### src/rtl/cwp_pkg.sv
package cwp_pkg;
  localparam int unsigned CW_IDENTITY = 0;

  function automatic int unsigned idx_w(input int unsigned n);
    return (n > 1) ? $clog2(n) : 1;
  endfunction
endpackage

### src/rtl/cwp_delay_line.sv
module cwp_delay_line #(
  parameter int unsigned DEPTH = 16,
  parameter int unsigned CW_W  = 3
) (
  input  logic            clk_i,
  input  logic            rst_ni,
  input  logic            trig_i,
  input  logic [CW_W-1:0] cw_i,
  output logic            vld_o,
  output logic [CW_W-1:0] cw_o,
  output logic            pending_o
);
  logic [DEPTH-1:0] vld_q;
  logic [CW_W-1:0]  cw_q [DEPTH];

  always_ff @(posedge clk_i or negedge rst_ni) begin
    if (!rst_ni) begin
      vld_q <= '0;
      for (int k = 0; k < DEPTH; k++) cw_q[k] <= '0;
    end else begin
      for (int k = DEPTH - 1; k > 0; k--) begin
        vld_q[k] <= vld_q[k-1];
        cw_q[k]  <= cw_q[k-1];
      end
      vld_q[0] <= trig_i;
      cw_q[0]  <= cw_i;
    end
  end

  assign vld_o     = vld_q[DEPTH-1];
  assign cw_o      = cw_q[DEPTH-1];
  assign pending_o = |vld_q;
endmodule

### src/rtl/cwp_table.sv
module cwp_table #(
  parameter int unsigned NUM_CW    = 8,
  parameter int unsigned PULSE_LEN = 4,
  parameter int unsigned LANE_W    = 28,
  parameter int unsigned CW_W      = 3,
  parameter int unsigned STEP_W    = 2
) (
  input  logic              clk_i,
  input  logic              rst_ni,
  input  logic              busy_i,
  input  logic              wr_en_i,
  input  logic [CW_W-1:0]   wr_cw_i,
  input  logic [STEP_W-1:0] wr_step_i,
  input  logic [LANE_W-1:0] wr_i_i,
  input  logic [LANE_W-1:0] wr_q_i,
  input  logic [CW_W-1:0]   rd_cw_i,
  input  logic [STEP_W-1:0] rd_step_i,
  output logic [LANE_W-1:0] rd_i_o,
  output logic [LANE_W-1:0] rd_q_o
);
  import cwp_pkg::*;

  localparam int unsigned DEPTH = NUM_CW * PULSE_LEN;
  localparam int unsigned IDX_W = idx_w(DEPTH);

  logic [LANE_W-1:0] mem_i_q [DEPTH];
  logic [LANE_W-1:0] mem_q_q [DEPTH];

  logic            wr_fire;
  logic            rd_ok;
  logic [IDX_W-1:0] wr_idx, rd_idx;

  assign wr_fire = wr_en_i && !busy_i
                && (int'(wr_cw_i) != CW_IDENTITY)
                && (int'(wr_cw_i) < NUM_CW)
                && (int'(wr_step_i) < PULSE_LEN);
  assign wr_idx  = IDX_W'(int'(wr_cw_i) * PULSE_LEN + int'(wr_step_i));
  assign rd_idx  = IDX_W'(int'(rd_cw_i) * PULSE_LEN + int'(rd_step_i));
  assign rd_ok   = (int'(rd_cw_i) != CW_IDENTITY)
                && (int'(rd_cw_i) < NUM_CW)
                && (int'(rd_step_i) < PULSE_LEN);

  always_ff @(posedge clk_i or negedge rst_ni) begin
    if (!rst_ni) begin
      for (int e = 0; e < DEPTH; e++) begin
        mem_i_q[e] <= '0;
        mem_q_q[e] <= '0;
      end
    end else if (wr_fire) begin
      mem_i_q[wr_idx] <= wr_i_i;
      mem_q_q[wr_idx] <= wr_q_i;
    end
  end

  always_comb begin
    rd_i_o = '0;
    rd_q_o = '0;
    if (rd_ok) begin
      rd_i_o = mem_i_q[rd_idx];
      rd_q_o = mem_q_q[rd_idx];
    end
  end

  // entries are frozen across any busy edge
  for (genvar e = 0; e < DEPTH; e++) begin : g_hold_chk
    assert_hold_when_busy_R8 : assert property (@(posedge clk_i) disable iff (!rst_ni)
      busy_i |=> ($stable(mem_i_q[e]) && $stable(mem_q_q[e])));
  end
endmodule

### src/rtl/cwp_sequencer.sv
module cwp_sequencer #(
  parameter int unsigned PULSE_LEN = 4,
  parameter int unsigned CW_W      = 3,
  parameter int unsigned STEP_W    = 2,
  parameter int unsigned LANE_W    = 28
) (
  input  logic              clk_i,
  input  logic              rst_ni,
  input  logic              start_i,
  input  logic [CW_W-1:0]   start_cw_i,
  output logic [CW_W-1:0]   rd_cw_o,
  output logic [STEP_W-1:0] rd_step_o,
  input  logic [LANE_W-1:0] rd_i_i,
  input  logic [LANE_W-1:0] rd_q_i,
  output logic [LANE_W-1:0] i_data_o,
  output logic [LANE_W-1:0] q_data_o,
  output logic              valid_o,
  output logic              abort_o,
  output logic              active_o,
  output logic [CW_W-1:0]   cur_cw_o
);
  localparam logic [STEP_W-1:0] LAST_STEP = STEP_W'(PULSE_LEN - 1);

  logic              active_q;
  logic [CW_W-1:0]   cw_q;
  logic [STEP_W-1:0] step_q;
  logic [STEP_W-1:0] step_after_start;
  logic              continues_after_start;

  if (PULSE_LEN > 1) begin : g_multi
    assign step_after_start      = STEP_W'(1);
    assign continues_after_start = 1'b1;
  end else begin : g_single
    assign step_after_start      = '0;
    assign continues_after_start = 1'b0;
  end

  assign rd_cw_o   = start_i ? start_cw_i : cw_q;
  assign rd_step_o = start_i ? '0 : step_q;

  always_ff @(posedge clk_i or negedge rst_ni) begin
    if (!rst_ni) begin
      active_q <= 1'b0;
      cw_q     <= '0;
      step_q   <= '0;
      valid_o  <= 1'b0;
      abort_o  <= 1'b0;
      i_data_o <= '0;
      q_data_o <= '0;
    end else if (start_i) begin
      abort_o  <= active_q;  // earlier pulse still had steps
      active_q <= continues_after_start;
      cw_q     <= start_cw_i;
      step_q   <= step_after_start;
      valid_o  <= 1'b1;
      i_data_o <= rd_i_i;
      q_data_o <= rd_q_i;
    end else if (active_q) begin
      abort_o  <= 1'b0;
      valid_o  <= 1'b1;
      i_data_o <= rd_i_i;
      q_data_o <= rd_q_i;
      step_q   <= step_q + STEP_W'(1);
      if (step_q == LAST_STEP) active_q <= 1'b0;
    end else begin
      abort_o  <= 1'b0;
      valid_o  <= 1'b0;
      i_data_o <= '0;
      q_data_o <= '0;
    end
  end

  assign active_o = active_q;
  assign cur_cw_o = cw_q;

  assert_idle_zero_R2 : assert property (@(posedge clk_i) disable iff (!rst_ni)
    !valid_o |-> (i_data_o == '0 && q_data_o == '0 && !abort_o));

  assert_no_gap_R5 : assert property (@(posedge clk_i) disable iff (!rst_ni)
    active_q |=> valid_o);

  assert_abort_on_sample_R7 : assert property (@(posedge clk_i) disable iff (!rst_ni)
    abort_o |-> valid_o);

  assert_abort_follows_play_R7 : assert property (@(posedge clk_i) disable iff (!rst_ni)
    abort_o |-> $past(valid_o));
endmodule

### src/rtl/cwp_player.sv
module cwp_player #(
  parameter int unsigned NUM_CW    = 8,
  parameter int unsigned SAMPLE_W  = 14,
  parameter int unsigned SPC       = 2,
  parameter int unsigned PULSE_LEN = 4,
  parameter int unsigned LATENCY   = 16,
  localparam int unsigned CW_W     = cwp_pkg::idx_w(NUM_CW),
  localparam int unsigned STEP_W   = cwp_pkg::idx_w(PULSE_LEN),
  localparam int unsigned LANE_W   = SPC * SAMPLE_W
) (
  input  logic              clk_i,
  input  logic              rst_ni,
  input  logic              wr_en_i,
  input  logic [CW_W-1:0]   wr_cw_i,
  input  logic [STEP_W-1:0] wr_step_i,
  input  logic [LANE_W-1:0] wr_i_data_i,
  input  logic [LANE_W-1:0] wr_q_data_i,
  input  logic              trig_i,
  input  logic [CW_W-1:0]   trig_cw_i,
  output logic [LANE_W-1:0] i_data_o,
  output logic [LANE_W-1:0] q_data_o,
  output logic              valid_o,
  output logic              abort_o
);
  import cwp_pkg::*;

  logic              start, pending, active, busy;
  logic [CW_W-1:0]   start_cw, rd_cw, cur_cw;
  logic [STEP_W-1:0] rd_step;
  logic [LANE_W-1:0] rd_i, rd_q;

  // LATENCY stages then the output register: step 0 lands LATENCY edges after capture
  cwp_delay_line #(.DEPTH(LATENCY), .CW_W(CW_W)) u_delay (
    .clk_i     (clk_i),
    .rst_ni    (rst_ni),
    .trig_i    (trig_i),
    .cw_i      (trig_cw_i),
    .vld_o     (start),
    .cw_o      (start_cw),
    .pending_o (pending)
  );

  assign busy = pending | active;

  cwp_table #(
    .NUM_CW(NUM_CW), .PULSE_LEN(PULSE_LEN), .LANE_W(LANE_W),
    .CW_W(CW_W), .STEP_W(STEP_W)
  ) u_table (
    .clk_i     (clk_i),
    .rst_ni    (rst_ni),
    .busy_i    (busy),
    .wr_en_i   (wr_en_i),
    .wr_cw_i   (wr_cw_i),
    .wr_step_i (wr_step_i),
    .wr_i_i    (wr_i_data_i),
    .wr_q_i    (wr_q_data_i),
    .rd_cw_i   (rd_cw),
    .rd_step_i (rd_step),
    .rd_i_o    (rd_i),
    .rd_q_o    (rd_q)
  );

  cwp_sequencer #(
    .PULSE_LEN(PULSE_LEN), .CW_W(CW_W), .STEP_W(STEP_W), .LANE_W(LANE_W)
  ) u_seq (
    .clk_i      (clk_i),
    .rst_ni     (rst_ni),
    .start_i    (start),
    .start_cw_i (start_cw),
    .rd_cw_o    (rd_cw),
    .rd_step_o  (rd_step),
    .rd_i_i     (rd_i),
    .rd_q_i     (rd_q),
    .i_data_o   (i_data_o),
    .q_data_o   (q_data_o),
    .valid_o    (valid_o),
    .abort_o    (abort_o),
    .active_o   (active),
    .cur_cw_o   (cur_cw)
  );

  assert_identity_zero_R6 : assert property (@(posedge clk_i) disable iff (!rst_ni)
    (valid_o && int'(cur_cw) == CW_IDENTITY) |-> (i_data_o == '0 && q_data_o == '0));
endmodule

### config.mk
export PLATFORM = sky130hd
export DESIGN_NAME = cwp_player
export DESIGN_NICKNAME = d
export VERILOG_FILES = /design/src/rtl/cwp_pkg.sv /design/src/rtl/cwp_delay_line.sv /design/src/rtl/cwp_table.sv /design/src/rtl/cwp_sequencer.sv /design/src/rtl/cwp_player.sv
export SDC_FILE = /design/constraint.sdc
export NUM_CORES = 2
export LEC_CHECK = 0
export ABC_AREA = 1
export ABC_CLOCK_PERIOD_IN_PS = 3600
export BUFFER_PORTS_ARGS = -buffer_cell sky130_fd_sc_hd__buf_4
export CAP_MARGIN = 10
export CORE_MARGIN = 4
export CORE_UTILIZATION = 40
export CTS_CLUSTER_DIAMETER = 40
export DETAILED_ROUTE_END_ITERATION = 10
export GPL_TIMING_DRIVEN = 0
export HOLD_SLACK_MARGIN = 0.03
export SYNTH_ARGS = -nofsm -noshare
export SYNTH_HDL_FRONTEND = slang
export SYNTH_SLANG_ARGS = --single-unit
### constraint.sdc
create_clock -name clk_i -period 3.6 [get_ports clk_i]
set_clock_uncertainty 0.05 [all_clocks]
set_input_delay 0.72 -clock clk_i [delete_from_list [all_inputs] [get_ports clk_i]]
set_output_delay 0.72 -clock clk_i [all_outputs]
set_load 0.05 [all_outputs]
Word level (Yosys, flattened, before mapping)
Index checks and enable logic that the tools add are counted.
{"block": "totals", "register_bits": 1920, "in_bits": 68, "word_cells": 132}
{"block": "op_classes", "addsub": 3, "magnitude_cmp": 3, "n_eq_ne": 1, "mux": 26, "bitwise_logic": 3, "n_reduce_logical": 8}
{"operator": "bitwise mux 896 bit", "count": 2}
{"operator": "two-way mux 28 bit", "count": 11}
{"operator": "binary-select mux 28 bit (select 5 bit)", "count": 2}
{"operator": "demux 28 bit (select 5 bit)", "count": 1}
{"operator": "OR reduction 16 bit", "count": 1}
{"operator": "greater-or-equal comparator 6 bit, second input constant", "count": 2}
{"operator": "NOT 5 -> 6 bit", "count": 2}
{"operator": "adder 5 x 2 -> 5 bit", "count": 2}
{"operator": "less-than comparator 6 x 1 -> 1 bit, second input constant", "count": 1}
{"operator": "two-way mux 1 bit", "count": 6}
{"operator": "two-way mux 2 bit", "count": 3}
{"operator": "nonzero test 3 bit", "count": 2}
{"operator": "logical AND 1 bit", "count": 3}
{"operator": "two-way mux 3 bit", "count": 1}
{"operator": "adder 2 x 1 -> 2 bit, second input constant", "count": 1}
{"operator": "equality test 2 bit, second input constant", "count": 1}
{"operator": "nonzero test 2 bit", "count": 1}
{"operator": "zero test 1 bit", "count": 1}
{"operator": "OR 1 bit", "count": 1}

Depth between registers and ports, before layout
{"block": "logic_depth", "word_depth": 9, "mapped_depth": 15, "ltp_nobuf": 12}

Cells and area by module
A second synthesis with hierarchy kept.
{"block": "hier_totals", "hier_cells": 10216, "hier_area_um2": 80080.6}
{"mod": "cwp_table", "n_inst": 1, "cells_each": 9922, "area_each_um2": 76178.1, "seq_area_each_um2": 39237.6}
{"mod": "cwp_sequencer", "n_inst": 1, "cells_each": 209, "area_each_um2": 2210.9, "seq_area_each_um2": 1601.5}
{"mod": "cwp_delay_line", "n_inst": 1, "cells_each": 82, "area_each_um2": 1680.4, "seq_area_each_um2": 1601.5}
{"mod": "cwp_player", "n_inst": 1, "cells_each": 3, "area_each_um2": 11.3, "seq_area_each_um2": 0.0}

Least setup slack after synthesis
OpenSTA, ideal clock, no wires.
{"block": "synth_path", "kind": "in2reg", "from": "input port wr_cw_i[0]", "to": "register u_table.mem_i_q[100] (netlist name)", "setup_ns": 0.117, "arrival_ns": 1.976, "required_ns": 3.433, "path_slack_ns": 1.457, "cell_stages": 10, "n_path_buf": 3, "path_cell_list": "inv_1 -> nand2_1 -> nand2_1 -> nor3_4 -> buf_4 -> nand4_1 -> buf_2 -> buf_2 -> nor2_1 -> nor2_1"}
{"block": "synth_via", "elab_chain_len": 7, "elab_cells_between_ends": 10, "classes_between": "add/sub: 1; order compare: 2; mux: 3; bitwise: 1; reduce/logical: 3"}
{"item": "from (decl)", "line": "cwp_player.sv:14", "rtl": "input logic [CW_W-1:0] wr_cw_i,"}
{"item": "adder 5 x 2 -> 5 bit", "line": "cwp_table.sv:37", "rtl": "assign wr_idx = IDX_W'(int'(wr_cw_i) * PULSE_LEN + int'(wr_step_i));"}
{"item": "NOT 5 -> 6 bit (implied by the code)", "line": "cwp_table.sv:50", "rtl": "mem_i_q[wr_idx] <= wr_i_i;"}
{"item": "greater-or-equal comparator 6 bit (implied by the code) or less-than comparator 6 x 1 -> 1 bit (tied branches)", "line": "cwp_table.sv:50"}
{"item": "logical AND 1 bit (implied by the code)", "line": "cwp_table.sv:50"}
{"item": "two-way mux 28 bit (implied by the code)", "line": "cwp_table.sv:50"}
{"item": "demux 28 bit (select 5 bit)", "line": "cwp_table.sv:50"}
{"item": "bitwise mux 896 bit", "line": "cwp_table.sv:50"}
{"item": "to (signal, indexed assignment)", "line": "cwp_table.sv:50"}
{"item": "to (decl)", "line": "cwp_table.sv:26", "rtl": "logic [LANE_W-1:0] mem_i_q [DEPTH];"}
Several ways; a longest one is shown, not always the timed one.
A chain may end at the register's enable or synchronous reset.

Worst setup path after layout
{"block": "layout_path", "from": "register u_seq.step_q[0]", "to": "register u_seq.i_data_o[15]"}
{"block": "layout_via", "elab_chain_len": 9}
{"item": "from (decl)", "line": "cwp_sequencer.sv:26", "rtl": "logic [STEP_W-1:0] step_q;"}
{"item": "from (signal assigned)", "line": "cwp_sequencer.sv:54", "rtl": "step_q <= step_after_start;"}
{"item": "from (signal assigned)", "line": "cwp_sequencer.sv:63", "rtl": "step_q <= step_q + STEP_W'(1);"}
{"item": "two-way mux 2 bit (*)", "line": "cwp_sequencer.sv:39", "rtl": "assign rd_step_o = start_i ? '0 : step_q;"}
{"item": "adder 5 x 2 -> 5 bit (*)", "line": "cwp_table.sv:38", "rtl": "assign rd_idx = IDX_W'(int'(rd_cw_i) * PULSE_LEN + int'(rd_step_i));"}
{"item": "NOT 5 -> 6 bit (implied by the code) (*)", "line": "cwp_table.sv:59", "rtl": "rd_i_o = mem_i_q[rd_idx];"}
{"item": "binary-select mux 28 bit (select 5 bit) (*)", "line": "cwp_table.sv:59"}
{"item": "two-way mux 28 bit (implied by the code) (*) (2 in a row)", "line": "cwp_table.sv:59"}
{"item": "two-way mux 28 bit (*)", "line": "cwp_table.sv:58", "rtl": "if (rd_ok) begin"}
{"item": "two-way mux 28 bit", "line": "cwp_sequencer.sv:58", "rtl": "end else if (active_q) begin"}
{"item": "two-way mux 28 bit (*)", "line": "cwp_sequencer.sv:50", "rtl": "end else if (start_i) begin"}
{"item": "to (signal assigned)", "line": "cwp_sequencer.sv:56", "rtl": "i_data_o <= rd_i_i;"}
{"item": "to (signal assigned)", "line": "cwp_sequencer.sv:61", "rtl": "i_data_o <= rd_i_i;"}
{"item": "to (decl)", "line": "cwp_sequencer.sv:15", "rtl": "output logic [LANE_W-1:0] i_data_o,"}
Every way passes the cells marked *; elsewhere a longest branch is shown, timed or not. The select of a mux whose other input is x is not followed.

==> summary.md <==
| Metric | Value |
|---|---|
| Tmin final | around 3700 ps |
| Critical-path cell list | buf_2 > clkbuf_4 > clkbuf_4 > clkdlybuf4s15_2 > nand2_1 > nand3_1 > nand3_1 > nand3_1 > a21oi_1 > nor2_1 |
| Asr flop ratio synth | 1.00 |
| Post-DRT Antenna Nets | 0 |
| First-pass GRT wire length | 576,000 um |
| Synth Warn # | 0 |
| Core area | ~0.21 mm^2 |
| Hpwl dp | 295,000 um |
| Grt ovf | 0 |
| Failing checks | setup timing |
| TritonCTS Sinks | between 1,500 and 2,000 |
| Sequential cell area fraction in the yosys report | 0.536 |
| DR DRC count | 0 |
| Most common cell in the netlist | nor2_1 |
| Worst vdd ir | between 0.5 and 0.6 mV |
| Num ports | between 100 and 150 |
| Area Overhead vs Synth | 20.5% |
| Row count | 170 |
| Top cell type's share of synthesized area | 0.536 |
| Postcts setup bufs | 0 |
| WL per Instance | between 20 and 30 um |
| Post-synth net total | ~12,000 |
| Share of layout cells above drive strength 1 | 0.0997 |
| Mapped Cells | about 12,000 |
| Total power | between 60 and 70 mW |
| Worst-Margin Slew | 1460 ps |
| Crit path kind | reg -> reg |
| DRT Pass-1 Iters | 8 |
| Max incr delay on CP | a little under 600 ps |
| Routed wire length | between 400,000 and 500,000 um |
| LEAKAGE | roughly 54 nW |
| Vias in the first global route | between 70,000 and 80,000 |
| Power per cell area | between 600 and 700 mW/mm^2 |
| Number of synthesized flops with an enable pin | 0 |
| Worst path bufs/invs | 4 |
| Worst Path Required | ~4400 ps |
| Drt first-iter violations | about 12,000 |
| Distinct cells, synth | 22 |
| Final setup margin | -111 ps |
| Syn avg cell area | roughly 7.4 um^2 |
| Final Max Tran Viols | 0 |
| Clock root buffer | clkbuf_16 |
| Cell area after synthesis | roughly 0.086 mm^2 |
| Synthesis-stage register bit count | roughly 1,800 |
| Largest fanout on the critical path | 10 |
| Num CTS Buffers | 351 |
| Area of the multi-input gates | ~0.034 mm^2 |
| Type of origin of the critical path | flip-flop |
| Max cap viols | 0 |
| Final hold violation count | 0 |
| Rel. slew slack | 0.0271 |
| Initial Utilization | 0.402 |
| Vias per cell | 5.53 |
| Total die area | between 0.2 and 0.25 mm^2 |
| Final Util | 0.484 |
| Synth area leader | dfrtp_1 |
| Setup violators final | 22 |
| Crit path max-delay family | buffers and inverters |
| CTS tree | built |
| Synth top area cells | dfrtp_1 (54%), nor2_1 (21%), nand2_1 (9.2%) |
| Vias | approximately 85,000 |
| Hold WS | between 200 and 300 ps |
| Width of the die | ~470 um |
| Fin crit share | 1.03 |
| WP data arrival | 4470 ps |
| Initial antenna violation count | 34 |
| Main flop type after synthesis | dfrtp_1 |
| GRT Total Usage | 0.363 |
| Fin Setup TNS | -799 ps |
| Largest net degree at the start of global routing | around 170 |
| Seq. cell area | between 0.04 and 0.05 mm^2 |
| Crit end category | flip-flop |
| Max clock buf depth | 4 |
| Clk Latency, worst-skew pair | roughly 980 ps |
| Fin nets | 12,300 |
| Number of I/O port buffers | 69 |
| RSZ-0062 raised after global routing | true |
| Clock-pin slew on the worst setup and hold paths | ~50 ps |
| H-tree levels | 5 |
| CP max-delay cell | clkdlybuf4s15_2 |
| FMAX | around 270 MHz |
| Fill count | roughly 21,000 |
| Status | finished, violations left |
| Commonest cells in the netlist | nor2_1 (4,877), nand2_1 (2,116), dfrtp_1 (1,848), nand3_1 (1,493), clkbuf_1 (529) |
| Final GP Congestion | roughly 1 |
| Hold Crit Class | reg -> reg |
| Die height | 472 um |
| Most frequent CP cell | nand3_1 |
final cells by class:
cell class              count  area share
well taps                2838      0.0342
flip-flops and latches   1848       0.445
inverters                 231     0.00836
repair buffers            106      0.0124
clock buffers             425      0.0919
clock inverters           201      0.0256
plain buffers            1064      0.0500
diodes                     28    0.000675
multi-input cells        8580       0.331
repair_timing:
item / CTS / global route
hold endpoints to repair: 78 / 0
resized for setup: 178 / 128
pin swaps: 0 / 1
setup endpoints to repair: 185 / 50
hold buffers: 5 / 0
logic make-up (layout without fill, tap and decap cells):
logic type / after synthesis / in the layout / share of synthesized area
DFF: 1848 / 1848 / 0.536
AOI/OAI and AO/OA: 61 / 61 / 0.00359
other: 0 / 28 / 0
and+or+nand+nor: 8518 / 8518 / 0.394
buffers and inverters: 1296 / 2027 / 0.0661
adders and majority gates: 1 / 1 / 0.000145
layer usage:
layer	up-vias	GRT usage	share of wire
met1	40900	0.474	0.38
met4	8	0.224	0.072
met2	5597	0.516	0.41
li1	37000	-	-
met3	1260	0.124	0.13
met5	-	0	0.00064
per-stage QoR:
step	area, um^2	std cells	worst slack, ps
2_1_floorplan	86200	11700	1460
3_3_place_gp	90300	14600	-21980
3_5_place_dp	91000	14700	-866
4_1_cts	104000	15300	2.33
5_1_grt	104000	15300	-67.8
6_report	104000	15300	-111
cells in the final DEF, fill, tap and decap left out, types with 37 or more instances in the layout:
cell / Yosys / layout
nor2_1: 4877 / 4860
buf_4: 58 / 138
nand2_1: 2116 / 2115
clkinv_2: 0 / 40
dfrtp_1: 1848 / 1848
buf_2: 225 / 218
inv_1: 209 / 209
clkbuf_1: 529 / 425
clkbuf_16: 0 / 356
bufinv_16: 0 / 50
a21oi_1: 57 / 57
buf_1: 208 / 186
inv_6: 0 / 39
clkbuf_8: 0 / 37
nand3_1: 1493 / 1471
clkbuf_2: 0 / 118
buf_6: 45 / 48
sequential cells by signal, indices dropped and copies added, names as in the netlist:
signal / count
u_seq.valid_o: 1
u_table.mem_i_q: 868
u_delay.vld_q: 16
u_seq.i_data_o: 28
u_seq.step_q: 2
u_seq.cur_cw_o: 3
u_seq.active_o: 1
u_seq.q_data_o: 28
u_table.mem_q_q: 852
u_seq.abort_o: 1
u_delay.cw_o: 3
u_delay.cw_q: 45
power by group:
| part | internal [mW] | total [mW] | leakage [nW] | switching (mW) |
|---|---|---|---|---|
| Clock | 22.5 | 34.4 | 5.91 | 11.9 |
| Sequential | 21.2 | 21.4 | 25.5 | 0.210 |
| Combinational | 2.46 | 12.9 | 22.6 | 10.5 |
| Total | 46.2 | 68.8 | 54.0 | 22.6 |
path summary, 6_finish.rpt:
path                            slack [ps]                   end  depth (start not counted)       startpoint
worst max-delay path                  -110    u_seq.i_data_o[15]                         10  u_seq.step_q[0]
worst min-delay path                   260       u_delay.cw_q[6]                          0  u_delay.cw_q[9]
worst max register to register        -110    u_seq.i_data_o[15]                         10  u_seq.step_q[0]
worst min register to register         260       u_delay.cw_q[6]                          0  u_delay.cw_q[9]
max in group asynchronous              500   u_table.mem_i_q[32]                          5           rst_ni
min in group asynchronous              300  u_table.mem_q_q[856]                          2           rst_ni
Note: power is estimated with default switching activity, not from simulation.
